==> src/rtl/vic_pkg.sv <==
package vic_pkg;

    localparam int DW      = 8;
    localparam int NEXT    = 8;
    localparam int NINT    = 8;
    localparam int NCH     = NEXT + NINT;
    localparam int ID_W    = $clog2(NCH);
    localparam int VB_W    = DW - ID_W;
    localparam int AW      = 4;
    localparam int EOI_BIT = 3;

    typedef enum logic [AW-1:0] {
        RG_EDGE   = 4'd0,
        RG_EN_LO  = 4'd1,
        RG_EN_HI  = 4'd2,
        RG_PND_LO = 4'd3,
        RG_PND_HI = 4'd4,
        RG_ISV_LO = 4'd5,
        RG_ISV_HI = 4'd6,
        RG_MSK_LO = 4'd7,
        RG_MSK_HI = 4'd8,
        RG_VEC    = 4'd9
    } vic_reg_e;

    typedef struct packed {
        logic            hit;
        logic [ID_W-1:0] id;
    } vic_win_t;

    // replace one byte-wide half of a channel vector
    function automatic logic [NCH-1:0] put_half(input logic [NCH-1:0] q,
                                                input logic hi,
                                                input logic [DW-1:0] d);
        logic [NCH-1:0] r;
        r = q;
        if (hi) r[NCH-1:NCH-DW] = d;
        else    r[DW-1:0]       = d;
        return r;
    endfunction

    // bits written as zero become clear requests
    function automatic logic [NCH-1:0] zero_half(input logic hi,
                                                 input logic [DW-1:0] d);
        logic [NCH-1:0] r;
        r = '0;
        if (hi) r[NCH-1:NCH-DW] = ~d;
        else    r[DW-1:0]       = ~d;
        return r;
    endfunction

    function automatic logic [NCH-1:0] id_bit(input logic [ID_W-1:0] id);
        return NCH'(1) << id;
    endfunction

endpackage

==> src/rtl/vic_edge_sense.sv <==
module vic_edge_sense
    import vic_pkg::*;
(
    input  logic            clk,
    input  logic            rst,
    input  logic [NEXT-1:0] line,
    input  logic [NEXT-1:0] pol,
    output logic [NEXT-1:0] evt
);
    logic [NEXT-1:0] prev_q;

    always_ff @(posedge clk) begin
        if (rst) prev_q <= '0;
        else     prev_q <= line;
    end

    genvar g;
    generate
        for (g = 0; g < NEXT; g++) begin : g_line
            assign evt[g] = pol[g] ? (line[g] & ~prev_q[g])
                                   : (~line[g] & prev_q[g]);
        end
    endgenerate
endmodule

==> src/rtl/vic_svc_gate.sv <==
module vic_svc_gate
    import vic_pkg::*;
(
    input  logic [NCH-1:0] isr,
    output logic [NCH-1:0] allow
);
    // a channel is allowed only when nothing at its level or above is in service
    genvar g;
    generate
        for (g = 0; g < NCH; g++) begin : g_ch
            assign allow[g] = ~|isr[NCH-1:g];
        end
    endgenerate
endmodule

==> src/rtl/vic_prio_pick.sv <==
module vic_prio_pick
    import vic_pkg::*;
(
    input  logic [NCH-1:0] req,
    output vic_win_t       win
);
    always_comb begin
        win = '0;
        for (int i = 0; i < NCH; i++) begin
            if (req[i]) begin
                win.hit = 1'b1;
                win.id  = ID_W'(i);
            end
        end
    end
endmodule

==> src/rtl/vic_chain_top.sv <==
module vic_chain_top
    import vic_pkg::*;
(
    input  logic          clk,
    input  logic          rst,
    input  logic [AW-1:0] reg_addr,
    input  logic          reg_we,
    input  logic [DW-1:0] reg_wdata,
    output logic [DW-1:0] reg_rdata,
    input  logic [NINT-1:0] int_src,
    input  logic [NEXT-1:0] ext_in,
    input  logic          iack,
    input  logic          chain_in_n,
    output logic          chain_out_n,
    output logic          irq_n,
    output logic          vec_valid,
    output logic [DW-1:0] vec_out
);
    logic [NCH-1:0]  enb_q, msk_q, pnd_q, isr_q;
    logic [NCH-1:0]  pnd_d, isr_d, evt, allow, elig, pclr, iclr, iset;
    logic [NEXT-1:0] pol_q, ext_evt;
    logic [DW-1:0]   vec_q;
    vic_win_t        win;
    vic_reg_e        ra;
    logic            ack_ok;

    assign ra = vic_reg_e'(reg_addr);

    vic_edge_sense u_edge (
        .clk  (clk),
        .rst  (rst),
        .line (ext_in),
        .pol  (pol_q),
        .evt  (ext_evt)
    );

    assign evt = {int_src, ext_evt};

    vic_svc_gate u_gate (
        .isr   (isr_q),
        .allow (allow)
    );

    assign elig = pnd_q & msk_q & allow;

    vic_prio_pick u_pick (
        .req (elig),
        .win (win)
    );

    assign ack_ok      = iack & ~chain_in_n & win.hit;
    assign irq_n       = ~win.hit;
    assign chain_out_n = chain_in_n | win.hit;
    assign vec_valid   = ack_ok;
    assign vec_out     = ack_ok ? {vec_q[DW-1:ID_W], win.id} : '0;

    always_comb begin
        pclr = '0;
        iclr = '0;
        iset = '0;
        if (reg_we) begin
            case (ra)
                RG_PND_LO: pclr = zero_half(1'b0, reg_wdata);
                RG_PND_HI: pclr = zero_half(1'b1, reg_wdata);
                RG_ISV_LO: iclr = zero_half(1'b0, reg_wdata);
                RG_ISV_HI: iclr = zero_half(1'b1, reg_wdata);
                default: ;
            endcase
        end
        if (ack_ok) begin
            pclr = pclr | id_bit(win.id);
            if (vec_q[EOI_BIT]) iset = id_bit(win.id);
        end
        pnd_d = (pnd_q & ~pclr) | (evt & enb_q);
        isr_d = (isr_q & ~iclr) | iset;
    end

    always_ff @(posedge clk) begin
        if (rst) begin
            enb_q <= '0;
            msk_q <= '0;
            pnd_q <= '0;
            isr_q <= '0;
            pol_q <= '0;
            vec_q <= '0;
        end else begin
            pnd_q <= pnd_d;
            isr_q <= isr_d;
            if (reg_we) begin
                case (ra)
                    RG_EDGE:   pol_q <= reg_wdata;
                    RG_EN_LO:  enb_q <= put_half(enb_q, 1'b0, reg_wdata);
                    RG_EN_HI:  enb_q <= put_half(enb_q, 1'b1, reg_wdata);
                    RG_MSK_LO: msk_q <= put_half(msk_q, 1'b0, reg_wdata);
                    RG_MSK_HI: msk_q <= put_half(msk_q, 1'b1, reg_wdata);
                    RG_VEC:    vec_q <= reg_wdata;
                    default: ;
                endcase
            end
        end
    end

    always_comb begin
        case (ra)
            RG_EDGE:   reg_rdata = pol_q;
            RG_EN_LO:  reg_rdata = enb_q[DW-1:0];
            RG_EN_HI:  reg_rdata = enb_q[NCH-1:NCH-DW];
            RG_PND_LO: reg_rdata = pnd_q[DW-1:0];
            RG_PND_HI: reg_rdata = pnd_q[NCH-1:NCH-DW];
            RG_ISV_LO: reg_rdata = isr_q[DW-1:0];
            RG_ISV_HI: reg_rdata = isr_q[NCH-1:NCH-DW];
            RG_MSK_LO: reg_rdata = msk_q[DW-1:0];
            RG_MSK_HI: reg_rdata = msk_q[NCH-1:NCH-DW];
            RG_VEC:    reg_rdata = vec_q;
            default:   reg_rdata = '0;
        endcase
    end
endmodule

==> config.mk <==
export PLATFORM = sky130hd
export DESIGN_NAME = vic_chain_top
export DESIGN_NICKNAME = d
export VERILOG_FILES = /design/src/rtl/vic_pkg.sv /design/src/rtl/vic_edge_sense.sv /design/src/rtl/vic_svc_gate.sv /design/src/rtl/vic_prio_pick.sv /design/src/rtl/vic_chain_top.sv
export SDC_FILE = /design/constraint.sdc
export NUM_CORES = 1
export LEC_CHECK = 0
export ABC_AREA = 0
export BUFFER_PORTS_ARGS = -buffer_cell sky130_fd_sc_hd__buf_2
export CORE_MARGIN = 2
export CORE_UTILIZATION = 57
export DETAILED_ROUTE_END_ITERATION = 6
export PLACE_DENSITY = 0.86
export SETUP_SLACK_MARGIN = 0.15
export SLEW_MARGIN = 20
export SYNTH_ARGS = -nofsm -noshare
export SYNTH_HDL_FRONTEND = slang
export SYNTH_HIERARCHICAL = 1
export SYNTH_SLANG_ARGS = --single-unit
==> constraint.sdc <==
create_clock -name clk -period 4.65 [get_ports clk]
set_input_delay 0.93 -clock clk [delete_from_list [all_inputs] [get_ports clk]]
set_output_delay 0.93 -clock clk [all_outputs]
set_load 0.02 [all_outputs]
; Word-level counts from Yosys, hierarchy flattened
; Cells that the tools add are included.
[op_classes]
n_eq_ne = 9
n_shift = 1
mux = 35
bitwise = 52
n_reduce_logical = 38
[op_table]
columns = cell, count
row1 = 16-bit case mux with 2 select lines, 4
row2 = 16-bit AND, 5
row3 = 16-bit two-way mux, 5
row4 = 5-bit two-way mux, 16
row5 = 8-bit case mux with 10 select lines, 1
row6 = 16-bit bitwise OR, 3
row7 = 16-bit inverter, 2
row8 = 1-bit inverter, 22
row9 = 1-bit AND, 18
row10 = "4-bit by 3-bit equality test with 1-bit output, second input constant", 4
row11 = 1-bit logical NOT, 16
row12 = 16-bit OR reduction, 1
row13 = "1-bit by 4-bit << shifter with 16-bit output, first input constant", 1
row14 = 15-bit OR reduction, 1
row15 = 14-bit OR reduction, 1
row16 = 13-bit OR reduction, 1
row17 = 3-bit AND reduction, 4
row18 = 12-bit OR reduction, 1
row19 = 11-bit OR reduction, 1
row20 = 10-bit OR reduction, 1
row21 = 9-bit OR reduction, 1
row22 = "4-bit by 2-bit equality test with 1-bit output, second input constant", 2
row23 = "4-bit equality test, second input constant", 2
row24 = 1-bit two-way mux, 8
row25 = other kinds (13), 14
[totals]
regBits = 88
in_bits = 33
word_cells = 144

; Depth between registers and ports, before layout
; Gate-level depths: netlist of run 1.
[logic_depth]
word_depth = 25
depth_mapped = 12
depth_no_buf = 11

; By module
; Netlist of run 1, hierarchy kept.
[modules_own_cells]
columns = module, instances, cells_each, area_each_um2, seq_area_each_um2
row1 = vic_chain_top, 1, 503, 4083.9, 1601.5
row2 = vic_edge_sense, 1, 40, 392.9, 160.2
row3 = vic_prio_pick, 1, 27, 158.9, 0.0
row4 = vic_svc_gate, 1, 23, 145.1, 0.0

; Worst setup path after synthesis of run 1
; No wires, ideal clock.
[synth_path]
kind = input port to output port
from = input port reg_addr[3]
to = output port reg_rdata[4]
arrival_time_ns = 2.344
required_time_ns = 3.720
slack_ns = 1.376
stages = 5
n_path_buf = 2
cell_sequence = buf_2 -> clkbuf_1 -> nor2_1 -> a22oi_1 -> o311ai_0
[synth_between]
elab_chain_cells = 2
[synth_rtl]
columns = item, line_no
row1 = start: declaration, vic_chain_top.sv:6  ; input logic [AW-1:0] reg_addr,
row2 = "4-bit equality test, or another cell as far along", vic_chain_top.sv:104  ; case (ra)
row3 = 8-bit case mux with 10 select lines (*), vic_chain_top.sv:104
row4 = end: declaration, vic_chain_top.sv:9  ; output logic [DW-1:0] reg_rdata,
; Mark *: on every way between the ends. The rest lies on a longest branch, timed or not.

==> flow_summary.json, run 1 <==
{
  "worst_pin_slew_ps": 934.9,
  "end_kind": "primary output",
  "hold_violations": 0,
  "leakagePower_nw": 1.894,
  "n_antenna_cell": 0,
  "drive_gt1_share_pct": 15.14,
  "p_per_area_nw_per_um2": 269.8,
  "crit_path_max_fanout": 10,
  "core_area_um2": 8175,
  "min_path_cells": 2,
  "post-dp-hpwl_um": 12100,
  "cts.sinks": 88,
  "ys_ff_latch": 88,
  "period_minus_slack_ps": 4185,
  "fmax_ghz": 0.2390,
  "clkLatencyLatePin_ps": 360,
  "totalWireLength_um": 16360,
  "die_h_um": 95.58,
  "grt_pass1_vias": 4523,
  "gp_routability_congestion": 1.009,
  "synth_nets": 626,
  "syn_to_final_growth_pct": 8.558,
  "grt_start_max_net_pins": 38,
  "syn_area_um2": 4781,
  "start_util_pct": 58.48,
  "die-area_um2": 9136,
  "ir_worst_vdd_mv": 0.2060,
  "setup_viol": 0,
  "clockBufferDepth": 2,
  "drv_cap": 0,
  "synth-main-ff-cell": "dfxtp_1",
  "postCtsSetupRepairBufs": 0,
  "reg2reg_depth": 10,
  "numCtsBuffers": 9,
  "drtPass1Iterations": 7,
  "hold_ws_ps": 477.9,
  "fin_skew_ps": 7.700,
  "routed_via_density": 6.700,
  "hold_buffers": 0,
  "ios": 52,
  "rsz0062_at_grt": "false",
  "vias": 4864,
  "cts_tree": "yes",
  "drc": 0,
  "fin_setup_tns_ps": 0,
  "stdcell_area_um2": 5190,
  "p_total_mw": 1.400,
  "finalCritPeriodShare_pct": 89.99,
  "antenna_found_initial": 0,
  "rows": 33,
  "drt-initial-drc-count": 425,
  "startpoint_type": "register",
  "die_w_um": 95.58,
  "htree_levels": 3,
  "syn_inst": 593,
  "maxSlewHeadroom_pct": 37.54,
  "path_clk_slew_ps": 90,
  "syn_avg_cell_area_um2": 8.062,
  "wl_per_cell_um": 22.53,
  "synth_warnings": 6,
  "grt_use_total_pct": 36.80,
  "cp.arrival_ps": 3250,
  "ys_seq_area_share_pct": 36.85,
  "slew_violations": 0,
  "netlist-cell-type-count": 53,
  "overflow": 0,
  "crit_required_ps": 3720,
  "dpl-instance-area_um2": 5011,
  "synth_edf_count": 0,
  "grt_pass1_wl_um": 25050,
  "cts-root-buf": "clkbuf_8",
  "outcome": "finished clean",
  "critPathKind": "reg -> out",
  "nNetsFinal": 649,
  "synthArstFlopShare_pct": 0,
  "postRouteAntennaNets": 0,
  "min_path_type": "reg -> reg",
  "port_buffers": 51,
  "cts-resized-gates": 0
}
## power breakdown
group	total, mW	switching [mW]	internal (mW)
Sequential	0.772	0.00890	0.763
Clock	0.504	0.299	0.204
Combinational	0.125	0.0865	0.0386
Total	1.40	0.395	1.01
## worst paths after layout
path | startpoint | end | slack (ps)
min | enb_q[0]$_SDFFE_PP0P_ | enb_q[0]$_SDFFE_PP0P_ | 480
max reg2reg | isr_q[9]$_SDFF_PP0_ | pnd_q[15]$_SDFF_PP0_ | 1120
max | isr_q[9]$_SDFF_PP0_ | vec_out[0] | 470
min reg2reg | enb_q[0]$_SDFFE_PP0P_ | enb_q[0]$_SDFFE_PP0P_ | 480
## synthesized netlist by cell type (3+ instances only)
master / count / area (um2)
dfxtp_1: 88 / 1762
nand2_1: 78 / 292.8
a21oi_1: 60 / 300.3
nor2_1: 37 / 138.9
nand3_1: 35 / 175.2
and3_1: 29 / 181.4
mux2i_1: 28 / 280.3
o21ai_0: 28 / 140.1
clkbuf_1: 27 / 101.4
nor2b_1: 26 / 162.7
o221ai_1: 20 / 175.2
nand2b_1: 16 / 100.1
buf_2: 14 / 70.07
nand4b_1: 9 / 78.83
a22o_1: 8 / 70.07
inv_1: 8 / 30.03
o22ai_2: 8 / 100.1
a22oi_1: 7 / 52.55
nor4_1: 6 / 37.54
nor3_1: 5 / 25.02
a221o_1: 4 / 40.04
a31oi_1: 4 / 25.02
and2_1: 4 / 25.02
buf_4: 3 / 22.52
o22ai_1: 3 / 18.77
or2_2: 3 / 18.77
or4_1: 3 / 22.52
## stage by stage
step	utilization [%]	setup slack (ps)	std cells
3_3_place_gp	61.29	970.3	710
2_1_floorplan	-	1376	593
3_5_place_dp	61.29	924.3	710
6_report	63.48	465.4	726
4_1_cts	63.48	515.4	726
5_1_grt	63.48	222.7	726
## registers in the layout (all words and copies together), names as in the netlist
register,flops
msk_q,16
pnd_q,16
isr_q,16
enb_q,16
vec_q,8
u_edge/prev_q,8
pol_q,8
## cells in the final DEF, fill, tap and decap left out, types with 9 or more instances in the layout
cell	instances
dfxtp_1	88
nand2_1	78
a21oi_1	60
buf_2	51
nor2_1	37
nand3_1	35
and3_1	29
mux2i_1	28
o21ai_0	28
nor2b_1	26
o221ai_1	20
nand2b_1	16
nand4b_1	9
clkbuf_8	9
## cells by family (layout without fill, tap and decap cells)
logic type	Yosys count	after routing	synth area share, %
AND/OR/NAND/NOR	269	269	30.10
buffers and inverters	52	80	4.685
multiplexers	31	31	7.040
AO/OA/AOI/OAI	153	153	21.33
flip-flops	88	88	36.85
## metal layers
metal	wire, um	GRT usage (%)	up-vias	part of all wire, %
met5	0	0	-	0
met4	684	15.24	0	4.2
met3	1654	6.245	63	10
met2	7293	58.22	318	45
met1	6722	49.54	2277	41
li1	-	-	2206	-
## worst max-delay path, stage by stage, from the launching register on
cell and delay (ps):
dfxtp_1 370, nor4_1 500, nand2_2 210, nor4_2 160, and3_1 260, nor2_1 70
a221o_1 330, a31oi_1 580, and3_1 250, buf_2 160
## final cells by class
type	count	area, um2
clock buffers	10	127.6
clock inverters	6	51.30
fillers	762	2985
inverters	8	30.03
multi-input cells	453	2795
flip-flops and latches	88	1762
well taps	105	131.4
repair buffers	56	292.8
(Power assumes the default switching activity.)
==> run 2: changes to the inputs <==
- CORE_UTILIZATION: 57 -> 53
- PLACE_DENSITY: 0.86 -> 0.84
- clock period: 4.65 -> 3.6 ns (I/O delays scaled with it)
==> run 2 against run 1 <==
- count of clock-buffer cells in the layout fell by 1
- global-route usage fell by 2.8 points
- setup slack got worse by 340 ps
==> flow_summary.json, run 2 (synthesis results as in run 1) <==
{
  "period_minus_slack_ps": 3477,
  "grt_pass1_wl_um": 25590,
  "layout_commonest_cell": "dfxtp_1",
  "drt-initial-drc-count": 680,
  "die_w_um": 98.98,
  "drtPass1Iterations": 6,
  "clockPowerShare_pct": 36.1,
  "dr.max_layer_used": "met4",
  "rows": 34,
  "r2r_slack_ps": 520,
  "post-route-util_pct": 61.54,
  "nNetsFinal": 665,
  "min_path_cells": 2,
  "cp_slowest_cell": "nor4_4",
  "wl_met2_um": 7742,
  "slowest_delay_ps": 430,
  "path_clk_slew_ps": 100,
  "crit_chain": "nor4_4, nand2_2, nor4_2, and3_4, nor2_1, a221o_1, a31oi_2, and3_1, buf_2",
  "ir_worst_vdd_mv": 0.1631,
  "p_comb_share_pct": 9.4,
  "regToRegEndpoint": "isr_q[2]$_SDFF_PP0_",
  "drv_cap": 0,
  "clkLatencyLatePin_ps": 380,
  "dpl-instance-area_um2": 5102,
  "reg2reg_depth": 10,
  "grt_use_total_pct": 33.97,
  "multiInputGateArea_um2": 2833,
  "postRouteAntennaNets": 0,
  "worst_pin_slew_ps": 1006,
  "drive_gt1_share_pct": 18.84,
  "ios": 52,
  "p_per_area_nw_per_um2": 341.3,
  "antenna_found_initial": 0,
  "port_buffers": 51,
  "swShare_pct": 28.92,
  "finalCritPeriodShare_pct": 96.58,
  "post-dp-hpwl_um": 12170,
  "p_total_mw": 1.832,
  "stdcell_area_um2": 5366,
  "clockBufferDepth": 2,
  "grt_start_max_net_pins": 52,
  "fin_ws_ps": 123.2,
  "hold_end": "enb_q[7]$_SDFFE_PP0P_",
  "routed_via_density": 6.835,
  "fin_setup_tns_ps": 0,
  "grt_pass1_vias": 4673,
  "power_frac_seq_pct": 54.5,
  "vias": 5092,
  "n_antenna_cell": 0,
  "fin_skew_ps": 12.62,
  "die_h_um": 98.98,
  "m1WireLength_um": 6736,
  "numCtsBuffers": 9,
  "leakagePower_nw": 1.983,
  "overflow": 0,
  "crit_family": "simple AND/OR/NAND/NOR gates",
  "startpoint_type": "register",
  "cts_tree": "yes",
  "p_int_mw": 1.302,
  "place_ws_ps": 274.6,
  "htree_levels": 3,
  "holdCritStartpoint": "enb_q[7]$_SDFFE_PP0P_",
  "crit_required_ps": 2880,
  "stdcell_count": 745,
  "cp.arrival_ps": 2760,
  "critPathKind": "reg -> out",
  "hold_ws_ps": 476.5,
  "totalWireLength_um": 16860,
  "wl_per_cell_um": 22.63,
  "drc": 0,
  "fmax_ghz": 0.2876,
  "worst-path-buf-inv": 1,
  "slew_violations": 0,
  "end_kind": "primary output",
  "ff_latch_area_um2": 1764,
  "dpl.cell_count": 723,
  "final_cell_mix": "dfxtp_1 (86), nand2_1 (77), a21oi_1 (60), buf_2 (51), nor2_1 (37)",
  "maxSlewHeadroom_pct": 32.94,
  "outcome": "finished clean",
  "gp_routability_congestion": 1.043,
  "crit_path_max_fanout": 6,
  "min_path_type": "reg -> reg",
  "route.met3.wl_um": 1698,
  "hold_violations": 0,
  "setup_viol": 0,
  "r2r_start": "isr_q[5]$_SDFF_PP0_",
  "syn_to_final_growth_pct": 12.25,
  "core_area_um2": 8721,
  "p_sw_mw": 0.5297,
  "cts.sinks": 88,
  "cts-root-buf": "clkbuf_8",
  "rsz0062_at_grt": "true",
  "start_util_pct": 54.82,
  "die-area_um2": 9796,
  "fill_cells": 775
}
run 2: changes by cell type in the layout (fill, tap and decap cells not counted), sizes merged:
cell,before,now
inv,12,11
buf,56,72
clkbuf,10,9
clkinv,2,3
clkinvlp,0,1
run 2: metal layers:
metal,up-vias,global-route usage (%)
met5,-,0
met4,0,15.07
met3,64,4.752
met2,351,52.81
met1,2441,47.07
li1,2236,-
run 2: how the worst max path moves through the flow:
stage                              start           to  slack (ps)  cells after the start
CTS                 isr_q[15]$_SDFF_PP0_   vec_out[0]         160                      9
detailed placement  isr_q[15]$_SDFF_PP0_  chain_out_n         270                      9
floorplan            isr_q[8]$_SDFF_PP0_   vec_out[0]         650                      9
global placement    isr_q[15]$_SDFF_PP0_  chain_out_n         430                      9
global route        isr_q[12]$_SDFF_PP0_   vec_out[0]          40                      9
finish              isr_q[12]$_SDFF_PP0_   vec_out[0]         120                      9
run 2: final cells by class:
| class | instances | area share (%) |
|---|---|---|
| Multi-Input combinational cell | 453 | 52.79 |
| Inverter | 8 | 0.5596 |
| Sequential cell | 88 | 32.87 |
| Tap cell | 108 | 2.518 |
| Clock inverter | 7 | 1.026 |
| Timing Repair Buffer | 72 | 7.927 |
| Clock buffer | 9 | 2.308 |
run 2: power groups by stage:
stage | registers, mW | logic, mW | clock network [mW]
final | 0.997 | 0.172 | 0.662
after global routing | 0.998 | 0.183 | 0.703
after CTS | 0.997 | 0.166 | 0.665
after detailed placement | 1.02 | 0.166 | 0
after global placement | 1.02 | 0.162 | 0
after floorplan | 1.01 | 0.105 | 0
run 2: worst reg2reg max path, cell delays in order (launching register included):
cell      delay [ps]
dfxtp_1          380
or4_1            560
nor3_2           210
and3_1           200
nor2_1            70
o311ai_1         270
a311o_1          240
buf_4            130
nand3_1          230
or3b_1           520
o21ai_0          200
run 2: what timing repair did:
action                                  4_1_cts  5_1_grt
hold endpoints to repair                      0        0
buffers inserted                              4        2
hold buffers                                  0        0
pin swaps                                     2        3
resized for setup                             4        7
endpoints found under the setup margin       11       11
